<file path="config.mk">
export PLATFORM = sky130hd
export DESIGN_NAME = pdm_ctrl
export DESIGN_NICKNAME = d
export VERILOG_FILES = /design/src/rtl/pdm_pkg.sv /design/src/rtl/pdm_sync.sv /design/src/rtl/pdm_wake_arb.sv /design/src/rtl/pdm_gate_dec.sv /design/src/rtl/pdm_fsm.sv /design/src/rtl/pdm_ctrl.sv
export SDC_FILE = /design/constraint.sdc
export NUM_CORES = 1
export LEC_CHECK = 0
export BUFFER_PORTS_ARGS = -buffer_cell sky130_fd_sc_hd__buf_2
export CAP_MARGIN = 0
export CELL_PAD_IN_SITES_DETAIL_PLACEMENT = 1
export CELL_PAD_IN_SITES_GLOBAL_PLACEMENT = 2
export CORE_MARGIN = 8
export CORE_UTILIZATION = 29
export DETAILED_ROUTE_END_ITERATION = 16
export PLACE_DENSITY_LB_ADDON = 0.1
export SLEW_MARGIN = 15
export SYNTH_ARGS = -nofsm -noshare
export SYNTH_HDL_FRONTEND = slang
export SYNTH_HIERARCHICAL = 1
export SYNTH_SLANG_ARGS = --single-unit
</file>
<file path="constraint.sdc">
create_clock -name clk -period 3.9 [get_ports clk]
set_input_delay 0.195 -clock clk [delete_from_list [all_inputs] [get_ports clk]]
set_output_delay 0.195 -clock clk [all_outputs]
set_load 0.01 [all_outputs]
</file>
<file path="src/rtl/pdm_pkg.sv">
package pdm_pkg;
  typedef enum logic [1:0] {
    ST_RUN  = 2'd0,
    ST_SOFT = 2'd1,
    ST_HARD = 2'd2,
    ST_OSCW = 2'd3
  } pdm_state_e;

  localparam int RESUME_W = 2;

  typedef enum logic [RESUME_W-1:0] {
    RES_NEXT    = 2'd0,
    RES_CALL    = 2'd1,
    RES_RESTART = 2'd2
  } pdm_resume_e;
endpackage

</file>
<file path="src/rtl/pdm_sync.sv">
module pdm_sync #(
  parameter int STAGES = 2
) (
  input  logic clk,
  input  logic rst_n,
  input  logic d_i,
  output logic q_o
);
  logic [STAGES-1:0] chain_q;

  generate
    for (genvar s = 0; s < STAGES; s++) begin : g_stage
      if (s == 0) begin : g_first
        always_ff @(posedge clk or negedge rst_n) begin
          if (!rst_n) chain_q[s] <= 1'b0;
          else        chain_q[s] <= d_i;
        end
      end else begin : g_next
        always_ff @(posedge clk or negedge rst_n) begin
          if (!rst_n) chain_q[s] <= 1'b0;
          else        chain_q[s] <= chain_q[s-1];
        end
      end
    end
  endgenerate

  assign q_o = chain_q[STAGES-1];
endmodule

</file>
<file path="src/rtl/pdm_wake_arb.sv">
module pdm_wake_arb
  import pdm_pkg::*;
(
  input  logic        cpu_rst_i,
  input  logic        host_wr_i,
  input  logic        ibf_ie_i,
  output logic        wake_o,
  output pdm_resume_e cause_o
);
  // Reset has priority over a host write arriving in the same cycle.
  always_comb begin
    wake_o  = cpu_rst_i | host_wr_i;
    if (cpu_rst_i)     cause_o = RES_RESTART;
    else if (ibf_ie_i) cause_o = RES_CALL;
    else               cause_o = RES_NEXT;
  end
endmodule

</file>
<file path="src/rtl/pdm_gate_dec.sv">
module pdm_gate_dec
  import pdm_pkg::*;
(
  input  pdm_state_e state_i,
  output logic       core_en_o,
  output logic       tmr_en_o,
  output logic       osc_en_o
);
  always_comb begin
    core_en_o = 1'b0;
    tmr_en_o  = 1'b0;
    osc_en_o  = 1'b0;
    unique case (state_i)
      ST_RUN:  begin core_en_o = 1'b1; tmr_en_o = 1'b1; osc_en_o = 1'b1; end
      ST_SOFT: begin tmr_en_o  = 1'b1; osc_en_o = 1'b1; end
      ST_HARD: ;
      ST_OSCW: osc_en_o = 1'b1;
      default: ;
    endcase
  end
endmodule

</file>
<file path="src/rtl/pdm_fsm.sv">
module pdm_fsm
  import pdm_pkg::*;
(
  input  logic        clk,
  input  logic        rst_n,
  input  logic        halt_i,
  input  logic        stop_i,
  input  logic        cpu_rst_i,
  input  logic        wake_i,
  input  pdm_resume_e cause_i,
  input  logic        osc_sync_i,
  output pdm_state_e  state_o,
  output logic        resume_vld_o,
  output pdm_resume_e resume_o
);
  pdm_state_e  state_q, state_d;
  pdm_resume_e cause_q, cause_d;
  pdm_resume_e code_q, code_d;
  logic        vld_q, vld_d;
  logic        cause_en, code_en;

  always_comb begin
    state_d  = state_q;
    cause_d  = cause_q;
    code_d   = code_q;
    vld_d    = 1'b0;
    cause_en = 1'b0;
    code_en  = 1'b0;
    unique case (state_q)
      ST_RUN: begin
        if (!cpu_rst_i) begin
          if (stop_i)      state_d = ST_HARD;
          else if (halt_i) state_d = ST_SOFT;
        end
      end
      ST_SOFT: begin
        if (wake_i) begin
          state_d = ST_RUN;
          vld_d   = 1'b1;
          code_d  = cause_i;
          code_en = 1'b1;
        end
      end
      ST_HARD: begin
        if (wake_i) begin
          state_d  = ST_OSCW;
          cause_d  = cause_i;
          cause_en = 1'b1;
        end
      end
      ST_OSCW: begin
        if (cpu_rst_i) begin
          cause_d  = RES_RESTART;
          cause_en = 1'b1;
        end else if (osc_sync_i) begin
          state_d = ST_RUN;
          vld_d   = 1'b1;
          code_d  = cause_q;
          code_en = 1'b1;
        end
      end
      default: state_d = ST_RUN;
    endcase
  end

  always_ff @(posedge clk or negedge rst_n) begin
    if (!rst_n) begin
      state_q <= ST_RUN;
      vld_q   <= 1'b0;
    end else begin
      state_q <= state_d;
      vld_q   <= vld_d;
    end
  end

  always_ff @(posedge clk or negedge rst_n) begin
    if (!rst_n)        cause_q <= RES_NEXT;
    else if (cause_en) cause_q <= cause_d;
  end

  always_ff @(posedge clk or negedge rst_n) begin
    if (!rst_n)       code_q <= RES_NEXT;
    else if (code_en) code_q <= code_d;
  end

  assign state_o      = state_q;
  assign resume_vld_o = vld_q;
  assign resume_o     = code_q;
endmodule

</file>
<file path="src/rtl/pdm_ctrl.sv">
module pdm_ctrl
  import pdm_pkg::*;
#(
  parameter int SYNC_STAGES = 2
) (
  input  logic                clk,
  input  logic                rst_n,
  input  logic                halt_i,
  input  logic                stop_i,
  input  logic                cpu_rst_i,
  input  logic                host_wr_i,
  input  logic                ibf_ie_i,
  input  logic                osc_stable_i,
  output logic                core_clk_en_o,
  output logic                tmr_clk_en_o,
  output logic                osc_en_o,
  output logic                resume_vld_o,
  output logic [RESUME_W-1:0] resume_o
);
  pdm_state_e  state_w;
  pdm_resume_e cause_w;
  pdm_resume_e code_w;
  logic        wake_w;
  logic        osc_sync_w;

  pdm_sync #(.STAGES(SYNC_STAGES)) u_sync (
    .clk   (clk),
    .rst_n (rst_n),
    .d_i   (osc_stable_i),
    .q_o   (osc_sync_w)
  );

  pdm_wake_arb u_arb (
    .cpu_rst_i (cpu_rst_i),
    .host_wr_i (host_wr_i),
    .ibf_ie_i  (ibf_ie_i),
    .wake_o    (wake_w),
    .cause_o   (cause_w)
  );

  pdm_fsm u_fsm (
    .clk          (clk),
    .rst_n        (rst_n),
    .halt_i       (halt_i),
    .stop_i       (stop_i),
    .cpu_rst_i    (cpu_rst_i),
    .wake_i       (wake_w),
    .cause_i      (cause_w),
    .osc_sync_i   (osc_sync_w),
    .state_o      (state_w),
    .resume_vld_o (resume_vld_o),
    .resume_o     (code_w)
  );

  pdm_gate_dec u_dec (
    .state_i   (state_w),
    .core_en_o (core_clk_en_o),
    .tmr_en_o  (tmr_clk_en_o),
    .osc_en_o  (osc_en_o)
  );

  assign resume_o = code_w;
endmodule

</file>
==> results of run 1 <==
power by group through the flow:
stage	Clock, mW	Combinational [mW]	Sequential, mW
final	0.0696	0.155	0.168
after floorplan	0	0.0935	0.166
after global placement	0	0.150	0.165
after global routing	0.0819	0.171	0.174
after CTS	0.0744	0.158	0.168
after detailed placement	0	0.157	0.168
final timing paths:
check	end	cells past startpoint	from
worst min-delay path	u_sync/chain_q[0]	1	osc_stable_i
worst min register to register	u_sync/q_o	0	u_sync/chain_q[0]
worst max register to register	u_fsm/resume_o[1]	3	u_fsm/state_o[1]
min in group asynchronous	u_fsm/cause_q[0]	2	rst_n
max in group asynchronous	u_fsm/cause_q[1]	2	rst_n
worst max-delay path	u_fsm/resume_o[1]	3	u_fsm/state_o[1]
routing by layer:
layer	GRT usage (%)	share of wire, %	vias to the layer above
li1	-	-	166
met1	8.63	42	169
met2	15.8	50	10
met3	4.96	8.0	0
met4	3.69	0	0
met5	0	0	-
Yosys cell counts, types with 2 or more instances:
cell type / n
a21oi_1: 2
a31oi_1: 2
dfrtp_1: 9
inv_1: 4
mux2_1: 2
mux2_2: 2
nand2b_1: 2
nor2_1: 3
through the flow:
stage | util (%) | hold slack [ps] | std cells
after floorplan | - | -101 | 39
after global placement | 37.1 | 56.9 | 66
after detailed placement | 37.1 | 62.0 | 66
after CTS | 39.9 | 31.6 | 71
after global routing | 39.9 | 22.2 | 71
final | 39.9 | 46.5 | 71
cell families (layout without fill, tap and decap cells):
family                 Yosys count  count (layout)
AOI/OAI and AO/OA                9               9
buffers and inverters            5              22
DFF                              9               9
muxes                            4               4
and+or+nand+nor                 12              12
critical path, stage by stage (launching register included):
cell,delay (ps)
dfrtp_1,530
nand2_2,130
o21ai_2,220
mux2_2,370
flip-flops by register name, summed over array words and instances, names as in the netlist:
register and cells:
u_sync/chain_q 1, u_fsm/state_o 2, u_fsm/resume_vld_o 1, u_fsm/resume_o 2
u_sync/q_o 1, u_fsm/cause_q 2
area by class of cell:
type,instances,area [um^2],area share (%)
sequential,9,225,42.4
multi-input combinational,25,171,32.2
timing repair buffer,14,75.1,14.1
clock buffer,4,26.3,4.94
tap,15,18.8,3.53
inverter,4,15.0,2.82
==> results.sh, run 1 <==
export IMPL_clkTransAtPathRegs_ps=60
export IMPL_dp_hpwl_um=892
export IMPL_start_util_pct=31.4
export IMPL_cts_tree="built"
export IMPL_syn_instance_count=39
export IMPL_intPower_uw=242
export IMPL_via_per_inst=4.86
export IMPL_power_switching_uw=150
export IMPL_firstDrtPassIters=1
export IMPL_tightest_slew_ps=320
export IMPL_post_cts_buffers=0
export IMPL_synth_top_family_by_area="simple AND/OR/NAND/NOR gates"
export IMPL_grt_pass1_wl_um=1830
export IMPL_fp_dieW_um=54.0
export IMPL_h_tree_depth=1
export IMPL_drt_iter0_markers=0
export IMPL_grt_use_total_pct=9.03
export IMPL_critical_path_class="register to register"
export IMPL_num_antenna_cells=0
export IMPL_cts_buffer_depth=2
export IMPL_gp_congestion=0.784
export IMPL_power_uw=392
export IMPL_p_sw_share_pct=38.3
export IMPL_wl_per_cell_um=15.9
export IMPL_layout_commonest_cell="buf_2"
export IMPL_synth_xor_area_share_pct=0
export IMPL_coreArea_um2=1330
export IMPL_rsz0062_at_grt="no"
export IMPL_finalHoldViolCount=0
export IMPL_fmax_mhz=733
export IMPL_final_nets=65
export IMPL_end_kind="register"
export IMPL_synth_top_area_share_pct=53.7
export IMPL_grt_start_max_net_pins=12
export IMPL_synth_compound_area_share_pct=14.0
export IMPL_drc=0
export IMPL_yosys_area_top_type="dfrtp_1"
export IMPL_io_pin_count=14
export IMPL_num_rows=13
export IMPL_crit_arrival_ps=1510
export IMPL_yosys_area_share_simple_pct=16.1
export IMPL_synth_fa_ha_area_share_pct=0
export IMPL_placed_cell_area_um2=495
export IMPL_async_flop_share_pct=100
export IMPL_fin_skew_ps=3.43
export IMPL_ir_worst_vdd_uv=322
export IMPL_ant_nets=0
export IMPL_synthTopCellsByArea="dfrtp_1, mux2_1, mux2_2"
export IMPL_first_global_vias=410
export IMPL_clk_latency_ps=260
export IMPL_synthFlopType="dfrtp_1"
export IMPL_cts_sinks=9
export IMPL_area_growth_pct=26.9
export IMPL_setup_tns_ps=0
export IMPL_post_route_cells_drive_above_1_share_pct=37.5
export IMPL_post_place_ws_ps=2530
export IMPL_syn_area_um2=419
export IMPL_p_leak_nw=0.258
export IMPL_finalSetupViolCount=0
export IMPL_antenna_found_initial=0
export IMPL_final_cell_mix="buf_2, dfrtp_1, inv_1"
export IMPL_yosys_warnings=6
export IMPL_hold_buffers=1
export IMPL_ys_seq_area_share_pct=53.7
export IMPL_vias=345
export IMPL_yosys_mux_area_fraction_pct=10.7
export IMPL_seqPwrFrac_pct=42.8
export IMPL_cp_start_kind="register"
export IMPL_cts_buffers=3
export IMPL_fin_area_um2=532
export IMPL_maxCapViolCount=0
export IMPL_slew_viol_final=0
export IMPL_synth_edff_count=0
export IMPL_crit_fanout=11
export IMPL_status="finished, final reports clean"
export IMPL_period_share_pct=35.0
export IMPL_die_h_um=54.0
export IMPL_ys_ff_latch=9
export IMPL_required_ps=4040
export IMPL_die_area_um2=2920
export IMPL_fin_ws_ps=2530
export IMPL_period_needed_ps=1370
export IMPL_power_density_nw_per_um2=737
export IMPL_ff2ff_setup_slack_ps=2530
export IMPL_totalWireLength_um=1130
export IMPL_syn_avg_cell_area_um2=10.7
export IMPL_fillers=161
export IMPL_grt_overflow=0
export IMPL_comb_power_share_pct=39.5
export IMPL_synth_cell_types=21
export IMPL_placement_io_buffers=13
export IMPL_cts_resized=0
export IMPL_clockPowerShare_pct=17.8
export IMPL_hold_path_class="primary input to register"
export IMPL_max_slew_margin_pct=78.4
export IMPL_synth_nets=47
export IMPL_cts_root_buffer="clkbuf_4"
(Power assumes the default switching activity.)
==> run 2, diff against run 1 <==
Settings changed: CORE_UTILIZATION 29 to 24.
Clock period 3.9 ns to 1.2 ns, I/O delays scaled along.
==> run 2 against run 1 <==
Global-route usage down 0.98 points; largest power group is now combinational cells; largest cell class unchanged; fmax grew 15%; via count is 9.0% higher; clock power rose to 3.2 times the previous value; power grew to 3.7 times the previous value; die area rose by 14%.
==> results.sh, run 2 (synthesis gave the netlist of run 1 again) <==
export IMPL_post_place_ws_ps=-10.3
export IMPL_final_nets=70
export IMPL_cts_buffers=3
export IMPL_cp_cell_sequence="nand2_4 -> mux2_4 -> mux2_4"
export IMPL_dp_hpwl_um=960
export IMPL_fmax_mhz=841
export IMPL_coreArea_um2=1690
export IMPL_max_slew_margin_pct=82.3
export IMPL_slew_viol_final=0
export IMPL_post_cts_buffers=0
export IMPL_cpPeakStageDelay_ps=440
export IMPL_whs_path_depth=3
export IMPL_power_density_nw_per_um2=2450
export IMPL_totalWireLength_um=1190
export IMPL_r2r_start="u_fsm/state_o[0]"
export IMPL_tightest_slew_ps=263
export IMPL_cts_tree="built"
export IMPL_finalSetupViolCount=0
export IMPL_crit_start="u_fsm/state_o[0]"
export IMPL_grt_pass1_wl_um=2060
export IMPL_num_antenna_cells=0
export IMPL_fin_skew_ps=1.47
export IMPL_cp_start_kind="register"
export IMPL_r2r_cells=3
export IMPL_rsz0062_at_grt="yes"
export IMPL_path_depth=3
export IMPL_ant_nets=0
export IMPL_gp_congestion=0.727
export IMPL_cts_sinks=9
export IMPL_antenna_found_initial=0
export IMPL_vias=376
export IMPL_end_kind="register"
export IMPL_hp_start="halt_i"
export IMPL_drc=0
export IMPL_layout_commonest_cell="buf_2"
export IMPL_period_needed_ps=1190
export IMPL_path_buf_inv=0
export IMPL_crit_fanout=4
export IMPL_post_route_cells_drive_above_1_share_pct=47.5
export IMPL_die_area_um2=3340
export IMPL_critical_path_slowest_cell="dfrtp_2"
export IMPL_hold_path_class="primary input to register"
export IMPL_clk_latency_ps=250
export IMPL_grt_start_max_net_pins=10
export IMPL_grt_overflow=0
export IMPL_num_rows=15
export IMPL_p_leak_nw=0.301
export IMPL_cts_root_buffer="clkbuf_4"
export IMPL_cts_buffer_depth=2
export IMPL_fillers=203
export IMPL_grt_use_total_pct=8.05
export IMPL_required_ps=1340
export IMPL_firstDrtPassIters=3
export IMPL_final_cell_mix="buf_2, dfrtp_1, buf_4, inv_1, mux2_4"
export IMPL_wl_per_cell_um=15.3
export IMPL_start_util_pct=24.8
export IMPL_hold_ws_ps=95.1
export IMPL_h_tree_depth=1
export IMPL_via_per_inst=4.82
export IMPL_ir_worst_vdd_uv=744
export IMPL_placement_io_buffers=13
export IMPL_clkTransAtPathRegs_ps=60
export IMPL_crit_arrival_ps=1330
export IMPL_maxCapViolCount=0
export IMPL_period_share_pct=99.1
export IMPL_die_h_um=57.8
export IMPL_critical_path_class="register to register"
export IMPL_fp_dieW_um=57.8
export IMPL_area_growth_pct=42.4
export IMPL_io_pin_count=14
export IMPL_cp_top_family="multiplexers"
export IMPL_finalHoldViolCount=0
export IMPL_status="finished, final reports clean"
export IMPL_fin_ws_ps=10.5
export IMPL_crit_top_cell="mux2_4"
export IMPL_first_global_vias=432
export IMPL_drt_iter0_markers=2
-- run 2: area by class of cell --
class | count | area (um^2) | area share, %
Sequential cell | 9 | 228 | 38.2
Multi-Input combinational cell | 25 | 191 | 32.1
Timing Repair Buffer | 19 | 115 | 19.3
Clock buffer | 4 | 26.3 | 4.40
Tap cell | 17 | 21.3 | 3.56
Inverter | 4 | 15.0 | 2.52
-- run 2: metrics by stage --
step | cell area (um^2) | cells | TNS, ps | util, % | total power [mW]
after floorplan | 433 | 39 | -2.74 | - | 0.887
after global placement | 542 | 72 | 0 | 32.1 | 1.17
after detailed placement | 542 | 72 | -18.2 | 32.1 | 1.21
after CTS | 588 | 78 | -18.3 | 34.8 | 1.45
after global routing | 597 | 78 | -53.1 | 35.3 | 1.58
final | 597 | 78 | 0 | 35.3 | 1.46
-- run 2: layer usage --
layer,part of all wire [%],vias up,wire length (um),track usage [%]
met2,47,8,565,13.0
met3,5.7,2,68,2.65
met4,0.76,0,9,4.20
met5,0,-,0,0
li1,-,178,-,-
met1,46,188,549,9.22
-- run 2: worst paths after layout --
path                                           to  slack, ps
min in group asynchronous       u_fsm/resume_o[1]        190
worst min register to register         u_sync/q_o        350
worst max register to register  u_fsm/resume_o[1]         10
worst min-delay path             u_fsm/state_o[0]        100
worst max-delay path            u_fsm/resume_o[1]         10
max in group asynchronous        u_fsm/state_o[0]        800
-- run 2: what timing repair did --
item,CTS,global route
hold endpoints to repair,10,0
hold buffers,2,0
cloned,0,0
endpoints found under the setup margin,2,6
pin swaps,1,0
gates resized for setup,0,3
-- run 2: tightest hold or removal path, stage by stage --
cell     delay (ps)
buf_2            90
nand3_1          80
a31oi_1          80
-- run 2: where the power goes --
group          switching, mW  total (mW)  internal, mW
sequential            0.0952       0.523         0.428
combinational          0.339       0.711         0.371
clock                 0.0987       0.226         0.128
total                  0.533        1.46         0.927
